===== config.mk =====
export PLATFORM = sky130hd
export DESIGN_NAME = dual_result_shifter
export DESIGN_NICKNAME = d
export VERILOG_FILES = /design/src/rtl/dual_rs_pkg.sv /design/src/rtl/rs_conv_tracker.sv /design/src/rtl/rs_half_timer.sv /design/src/rtl/rs_frame_shifter.sv /design/src/rtl/dual_result_shifter.sv
export SDC_FILE = /design/constraint.sdc
export NUM_CORES = 1
export LEC_CHECK = 0
export CAP_MARGIN = 20
export CORE_UTILIZATION = 55
export CTS_BUF_LIST = sky130_fd_sc_hd__clkbuf_2 sky130_fd_sc_hd__clkbuf_4 sky130_fd_sc_hd__clkbuf_8
export DETAILED_ROUTE_END_ITERATION = 6
export PLACE_DENSITY_LB_ADDON = 0.15
export SLEW_MARGIN = 40
export SYNTH_ARGS = -nofsm -noshare
export SYNTH_HDL_FRONTEND = slang
export SYNTH_SLANG_ARGS = --single-unit

===== constraint.sdc =====
create_clock -name clk_i -period 3.25 [get_ports clk_i]
set_clock_uncertainty 0.05 [all_clocks]
set_input_delay 0.325 -clock clk_i [delete_from_list [all_inputs] [get_ports clk_i]]
set_output_delay 0.325 -clock clk_i [all_outputs]
set_load 0.01 [all_outputs]

===== src/rtl/dual_rs_pkg.sv =====
package dual_rs_pkg;
  typedef enum logic {
    RD_AFTER  = 1'b0,
    RD_DURING = 1'b1
  } rd_mode_e;
endpackage


===== src/rtl/rs_conv_tracker.sv =====
module rs_conv_tracker #(
  parameter int DATA_W = 16
) (
  input  logic              clk_i,
  input  logic              rst_ni,
  input  logic              start_ok_i,
  input  logic              done_i,
  input  logic [DATA_W-1:0] res_a_i,
  input  logic [DATA_W-1:0] res_b_i,
  output logic              converting_o,
  output logic              done_ok_o,
  output logic              have_pair_o,
  output logic [DATA_W-1:0] held_a_o,
  output logic [DATA_W-1:0] held_b_o
);
  logic conv_q;

  assign done_ok_o    = done_i & conv_q;
  assign converting_o = conv_q;

  always_ff @(posedge clk_i or negedge rst_ni) begin
    if (!rst_ni) begin
      conv_q      <= 1'b0;
      have_pair_o <= 1'b0;
      held_a_o    <= '0;
      held_b_o    <= '0;
    end else begin
      if (start_ok_i) conv_q <= 1'b1;
      else if (done_ok_o) conv_q <= 1'b0;
      // both channels captured together once B is done
      if (done_ok_o) begin
        held_a_o    <= res_a_i;
        held_b_o    <= res_b_i;
        have_pair_o <= 1'b1;
      end
    end
  end
endmodule


===== src/rtl/rs_half_timer.sv =====
module rs_half_timer #(
  parameter int TW = 3
) (
  input  logic          clk_i,
  input  logic          rst_ni,
  input  logic          run_i,
  input  logic [TW-1:0] lim_i,
  output logic          ev_o
);
  logic [TW-1:0] cnt_q;

  assign ev_o = run_i && (cnt_q == lim_i);

  always_ff @(posedge clk_i or negedge rst_ni) begin
    if (!rst_ni)              cnt_q <= '0;
    else if (run_i && !ev_o)  cnt_q <= cnt_q + 1'b1;
    else                      cnt_q <= '0;
  end
endmodule


===== src/rtl/rs_frame_shifter.sv =====
module rs_frame_shifter #(
  parameter int DATA_W = 16
) (
  input  logic                clk_i,
  input  logic                rst_ni,
  input  logic                load_i,
  input  logic [2*DATA_W-1:0] frame_i,
  input  logic                ev_i,
  output logic                active_o,
  output logic                sclk_o,
  output logic                gap_o,
  output logic                sdo_o
);
  localparam int FRAME_W = 2 * DATA_W;
  localparam int CNT_W   = $clog2(FRAME_W);
  localparam logic [CNT_W-1:0] LAST_BIT = CNT_W'(FRAME_W - 1);
  localparam logic [CNT_W-1:0] SPLIT    = CNT_W'(DATA_W - 1);

  logic [FRAME_W-1:0] sr_q;
  logic [CNT_W-1:0]   bit_q;

  assign sdo_o = sr_q[FRAME_W-1];

  always_ff @(posedge clk_i or negedge rst_ni) begin
    if (!rst_ni) begin
      active_o <= 1'b0;
      sclk_o   <= 1'b0;
      gap_o    <= 1'b0;
      bit_q    <= '0;
      sr_q     <= '0;
    end else if (load_i) begin
      active_o <= 1'b1;
      sclk_o   <= 1'b0;
      gap_o    <= 1'b0;
      bit_q    <= '0;
      sr_q     <= frame_i;
    end else if (active_o && ev_i) begin
      if (gap_o) begin
        gap_o <= 1'b0;
      end else if (!sclk_o) begin
        sclk_o <= 1'b1;
      end else begin
        // falling edge: advance data
        sclk_o <= 1'b0;
        if (bit_q == LAST_BIT) begin
          active_o <= 1'b0;
          sr_q     <= '0;
        end else begin
          bit_q <= bit_q + 1'b1;
          sr_q  <= {sr_q[FRAME_W-2:0], 1'b0};
          if (bit_q == SPLIT) gap_o <= 1'b1;
        end
      end
    end
  end
endmodule


===== src/rtl/dual_result_shifter.sv =====
module dual_result_shifter
  import dual_rs_pkg::*;
#(
  parameter int DATA_W = 16,
  parameter int DIV_W  = 2
) (
  input  logic              clk_i,
  input  logic              rst_ni,
  input  logic              rd_during_i,
  input  logic [DIV_W-1:0]  div_sel_i,
  input  logic              a_first_i,
  input  logic              sclk_inv_i,
  input  logic              sync_inv_i,
  input  logic              conv_start_i,
  input  logic              conv_done_i,
  input  logic [DATA_W-1:0] res_a_i,
  input  logic [DATA_W-1:0] res_b_i,
  output logic              sclk_o,
  output logic              sync_o,
  output logic              sdo_o,
  output logic              busy_o
);
  localparam int FRAME_W = 2 * DATA_W;
  localparam int TW      = (2 ** DIV_W) - 1;

  rd_mode_e mode_w, mode_q;
  logic [TW-1:0] lim_w, lim_q;
  logic [TW:0]   span_w;
  logic start_ok, done_ok, converting, have_pair;
  logic load_after, load_during, load;
  logic active, sclk_raw, gap, ev;
  logic [DATA_W-1:0]  held_a, held_b, src_a, src_b;
  logic [FRAME_W-1:0] frame_w;

  assign mode_w = rd_during_i ? RD_DURING : RD_AFTER;
  assign busy_o = converting | (active & (mode_q == RD_AFTER));
  assign start_ok = conv_start_i & ~busy_o;

  assign load_after  = done_ok & (mode_w == RD_AFTER) & ~active;
  assign load_during = start_ok & (mode_w == RD_DURING) & have_pair & ~active;
  assign load        = load_after | load_during;

  assign src_a   = load_after ? res_a_i : held_a;
  assign src_b   = load_after ? res_b_i : held_b;
  assign frame_w = a_first_i ? {src_a, src_b} : {src_b, src_a};

  assign span_w = (TW + 1)'(1) << div_sel_i;
  assign lim_w  = (mode_w == RD_DURING) ? '0 : TW'(span_w - 1'b1);

  always_ff @(posedge clk_i or negedge rst_ni) begin
    if (!rst_ni) begin
      mode_q <= RD_AFTER;
      lim_q  <= '0;
    end else if (load) begin
      mode_q <= mode_w;
      lim_q  <= lim_w;
    end
  end

  rs_conv_tracker #(.DATA_W(DATA_W)) i_conv (
    .clk_i       (clk_i),
    .rst_ni      (rst_ni),
    .start_ok_i  (start_ok),
    .done_i      (conv_done_i),
    .res_a_i     (res_a_i),
    .res_b_i     (res_b_i),
    .converting_o(converting),
    .done_ok_o   (done_ok),
    .have_pair_o (have_pair),
    .held_a_o    (held_a),
    .held_b_o    (held_b)
  );

  rs_half_timer #(.TW(TW)) i_timer (
    .clk_i (clk_i),
    .rst_ni(rst_ni),
    .run_i (active),
    .lim_i (lim_q),
    .ev_o  (ev)
  );

  rs_frame_shifter #(.DATA_W(DATA_W)) i_shift (
    .clk_i   (clk_i),
    .rst_ni  (rst_ni),
    .load_i  (load),
    .frame_i (frame_w),
    .ev_i    (ev),
    .active_o(active),
    .sclk_o  (sclk_raw),
    .gap_o   (gap),
    .sdo_o   (sdo_o)
  );

  assign sclk_o = sclk_raw ^ sclk_inv_i;
  assign sync_o = (active & ~gap) ^ sync_inv_i;
endmodule


==> metrics.log <==
[metrics] number of antenna violations at the first check in global routing: 0
[metrics] final critical-path required period: approximately 2.5 ns
[metrics] detail-routed net length per standard cell: approximately 18 microns
[metrics] number of distinct library cells after synthesis: 37
[metrics] DR pass1 iterations: 7
[metrics] CTS root buffer: clkbuf_8
[metrics] number of antenna diodes: 0
[metrics] TritonCTS buffer count: 9
[metrics] status: finished clean
[metrics] hold crit path type: reg2reg
[metrics] slew at the pin closest to its max-slew limit: between 0.7 and 0.8 ns
[metrics] final number of hold-violating endpoints: 0
[metrics] largest voltage drop on the vdd net: 0.0004955 V
[metrics] reg-to-reg slack, setup: 0.76 ns
[metrics] remaining max-slew budget at the tightest pin: 50.10%
[metrics] clock transition at the registers of the reported paths: approximately 0.08 ns
[metrics] synthesized cell area: just under 4000 sq um
[metrics] number of global-route vias before repair: just over 3k
[metrics] maximum number of pins on one net before global-route repair: just over 80
[metrics] area share of the largest cell type after synthesis: roughly half
[metrics] post-cts hold buffer count: 1
[metrics] register share of total power: between 40% and 50%
[metrics] leakage component of the power: slightly below 2 nW
[metrics] count of input and output buffers: 45
[metrics] portion of the post-synthesis area used by sequential elements: around half
[metrics] number of pins exceeding their max-slew limit in the final report: 0
[metrics] H-tree levels: 3
[metrics] total overflow reported by the global router: 0
[metrics] CP max-delay cell: dfrtp_1
[metrics] final setup violating endpoints: 0
[metrics] die extent in y: between 80 and 90 microns
[metrics] maximum count of clock buffers along a single path: 2
[metrics] setup TNS after final layout: 0 ns
[metrics] crit path cell chain: ha_1 -> and3_1 -> ha_1 -> nand4bb_1 -> nor4_4 -> buf_4 -> mux2_2 -> nor2_1
[metrics] slowest cell delay on critical path: 0.42 ns
[metrics] reg-to-reg endpoint: i_shift.bit_q[4]$_DFFE_PN0P_
[metrics] clock latency of the later-clocked register in the worst-skew pair: between 0.3 and 0.4 ns
[metrics] CP Class: reg2reg
[metrics] Avg Synthesized Cell Area: 11.32 sq um
[metrics] CTS sink cnt: slightly above 80
[metrics] area of placed instances: between 4000 and 5000 sq um
[metrics] Hold Crit Endpoint: i_timer.cnt_q[0]$_DFF_PN0_
[metrics] Max FO, Critical Path: 34
[metrics] Startpoint Class: flip-flop
[metrics] fraction of final layout cells sized beyond drive strength 1: between 15 and 20%
[metrics] critical path data arrival time: 2.72 ns
[metrics] Synth Net Count: between 300 and 400
[metrics] clock tree from TritonCTS: yes
[metrics] gpl congestion: about 0.75
[metrics] cell types with the highest counts after synthesis: dfrtp_1 (81), a21oi_1 (65), mux2_2 (34), a221oi_1 (31), a222oi_1 (29)
[metrics] area of all placed cells without fillers: approximately 4700 sq um
[metrics] Sw Ratio: approximately a third
[metrics] library cell appearing most often on the critical path: ha_1
[metrics] post-CTS sizing: 0
[metrics] I/O pin count: 46
[metrics] number of storage elements in the synthesis netlist: 81
[metrics] leading area contributor after synthesis: dfrtp_1
[metrics] Die W: a little under 90 microns
[metrics] required time at the worst-slack endpoint: 3.48 ns
[metrics] FFs w/ async S/R, synth: between 90% and 100%
[metrics] core area: 6869 sq um
[metrics] number of DRC violations after detailed routing: 0
[metrics] number of DRC markers in iteration 0: between 300 and 400
[metrics] dominant synthesized flop cell: dfrtp_1
[metrics] P&R area growth vs syn: 19.58%
[metrics] count of warnings emitted by yosys: 0
[metrics] r2r worst-path depth: 8
[metrics] maximum capacitance violations: 0
[metrics] Clk pwr share: between 10% and 20%
[metrics] internal portion of total power: ~0.0028 W
[metrics] total length of routed wires: just under 9 mm
[metrics] Total Routing Usage GR: between 20% and 30%
[metrics] placement row count: 30
[metrics] count of flip-flops with a built-in enable after synthesis: 0
[metrics] launch point of the worst reg-to-reg path: i_shift.bit_q[0]$_DFFE_PN0P_
[metrics] first-pass GRT wire length: 15.21 mm
[metrics] hold path startpoint: i_timer.cnt_q[0]$_DFF_PN0_
[metrics] Filler Cells Inserted: 529
[metrics] Antenna Nets Post-Route: 0
[metrics] count leader, synth: dfrtp_1
[metrics] maximum clock rate: 0.4013 GHz
[metrics] detailed placer's ending HPWL: about 5.5 mm
[metrics] period utilization: ~77%
[metrics] post-CTS setup repair buffer count: 0
[metrics] net switching component of the power: ~0.0015 W
[metrics] WHS Path Cells: 1
[metrics] unrepaired setup endpoints after global routing: no
[metrics] total via count after detailed routing: around 3.2k
[metrics] vias per inst: 6.551
[metrics] critical path capture point type: flip-flop
[metrics] power share of the combinational group: 38.4%
[metrics] Pwr per Cell Area: 923.0 nW/um^2
[metrics] starting utilization of the core area: 57.69%
[metrics] nets@finish: between 400 and 500
[metrics] die area: between 7000 and 8000 sq um
[metrics] Post-Syn Instances: 350
[metrics] top post-synthesis cells by area: dfrtp_1 (51%), mux2_2 (9.7%), a21oi_1 (8.2%)
==> how the worst max path moves through the flow <==
| stage | start | end | slack (ns) | cells past startpoint |
|---|---|---|---|---|
| 3_5_place_dp | i_shift.bit_q[0]$_DFFE_PN0P_ | i_shift.bit_q[4]$_DFFE_PN0P_ | 0.82 | 8 |
| 6_report | i_shift.bit_q[0]$_DFFE_PN0P_ | i_shift.bit_q[4]$_DFFE_PN0P_ | 0.76 | 8 |
| 4_1_cts | i_shift.bit_q[0]$_DFFE_PN0P_ | i_shift.bit_q[4]$_DFFE_PN0P_ | 0.78 | 8 |
| 5_1_grt | i_shift.bit_q[0]$_DFFE_PN0P_ | i_shift.bit_q[4]$_DFFE_PN0P_ | 0.65 | 8 |
| 2_1_floorplan | i_shift.bit_q[0]$_DFFE_PN0P_ | i_shift.bit_q[1]$_DFFE_PN0P_ | 0.99 | 8 |
| 3_3_place_gp | rd_during_i | i_shift.sr_q[21]$_DFFE_PN0P_ | 0.56 | 5 |
==> sequential cells by signal, summed over array words and instances, names as in the netlist <==
| register | count |
|---|---|
| i_shift.gap_o | 1 |
| mode_q | 1 |
| i_shift.bit_q | 5 |
| i_conv.held_b_o | 16 |
| i_timer.cnt_q | 3 |
| i_shift.active_o | 1 |
| lim_q | 3 |
| i_conv.held_a_o | 16 |
| i_conv.converting_o | 1 |
| i_shift.sclk_o | 1 |
| i_shift.sr_q | 32 |
| i_conv.have_pair_o | 1 |
==> cell usage in the layout (no fill, tap or decap), drive strengths merged, types with 2 or more instances in the layout <==
cell and instances:
o31ai 2, inv 6, bufinv 2, nor4 2, nor2 10, or4 2, a222oi 29, and3 3
dfrtp 81, mux2 34, nand4b 2, nand2b 3, nand2 11, clkinvlp 2, a221oi 31, a21oi 65
xnor2 4, nand3 2, or3 2, nand3b 4, ha 4, xor2 4, clkbuf 10, o21ai 5
clkdlybuf4s50 44, mux4 2, buf 10
==> per-layer routing <==
metal  vias up  GRT usage [%]  part of all wire, %
li1       1476              -                    -
met1      1559          37.19                   45
met2       131          40.73                   47
met3        11          7.393                  6.8
met4         0          5.000                 0.95
met5         -              0                    0
==> cell families (layout without fill, tap and decap cells) <==
logic type | Yosys count | in the layout | share of synthesized area (%)
flip-flops | 81 | 81 | 51.15
buffers and inverters | 37 | 76 | 3.631
adder cells (fa/ha/maj) | 4 | 4 | 1.263
multiplexers | 37 | 37 | 11.05
AO/OA/AOI/OAI | 136 | 136 | 24.16
XOR/XNOR | 8 | 8 | 1.768
AND/OR/NAND/NOR | 47 | 47 | 6.979
==> layout make-up <==
type	instances	area (sq um)	share of cell area, %
well taps	96	120.1	2.535
multi-input cells	232	1817	38.34
clock buffers	10	137.6	2.905
repair buffers	55	529.3	11.17
clock inverters	6	88.84	1.875
flip-flops and latches	81	2027	42.78
inverters	5	18.77	0.3961
==> power by group through the flow <==
stage	clock [W]	sequential, W	combinational, W
finish	0.000821	0.00187	0.00168
global route	0.000884	0.00193	0.00188
CTS	0.000840	0.00186	0.00168
detailed placement	0	0.00188	0.00167
global placement	0	0.00186	0.00162
floorplan	0	0.00177	0.00127
==> metrics by stage <==
stage	utilization [%]	hold slack [ns]	total power [W]	instances	setup slack, ns
final	68.98	0.4604	0.004373	485	0.7578
after global routing	68.98	0.4684	0.004696	485	0.6471
after CTS	68.98	0.4563	0.004387	485	0.7839
after detailed placement	65.54	0.3655	0.003550	468	0.8243
after global placement	65.37	0.4337	0.003485	468	0.5624
after floorplan	-	-0.02059	0.003043	350	0.9938
==> critical path, delay by kind of cell, from the launching register on <==
kind          cells  cell delay (ns)
fa+ha+maj         2             0.49
buf+inv           1             0.39
flops             1             0.42
mux               1             0.38
simple gates      4             0.71
(Power assumes the default switching activity.)
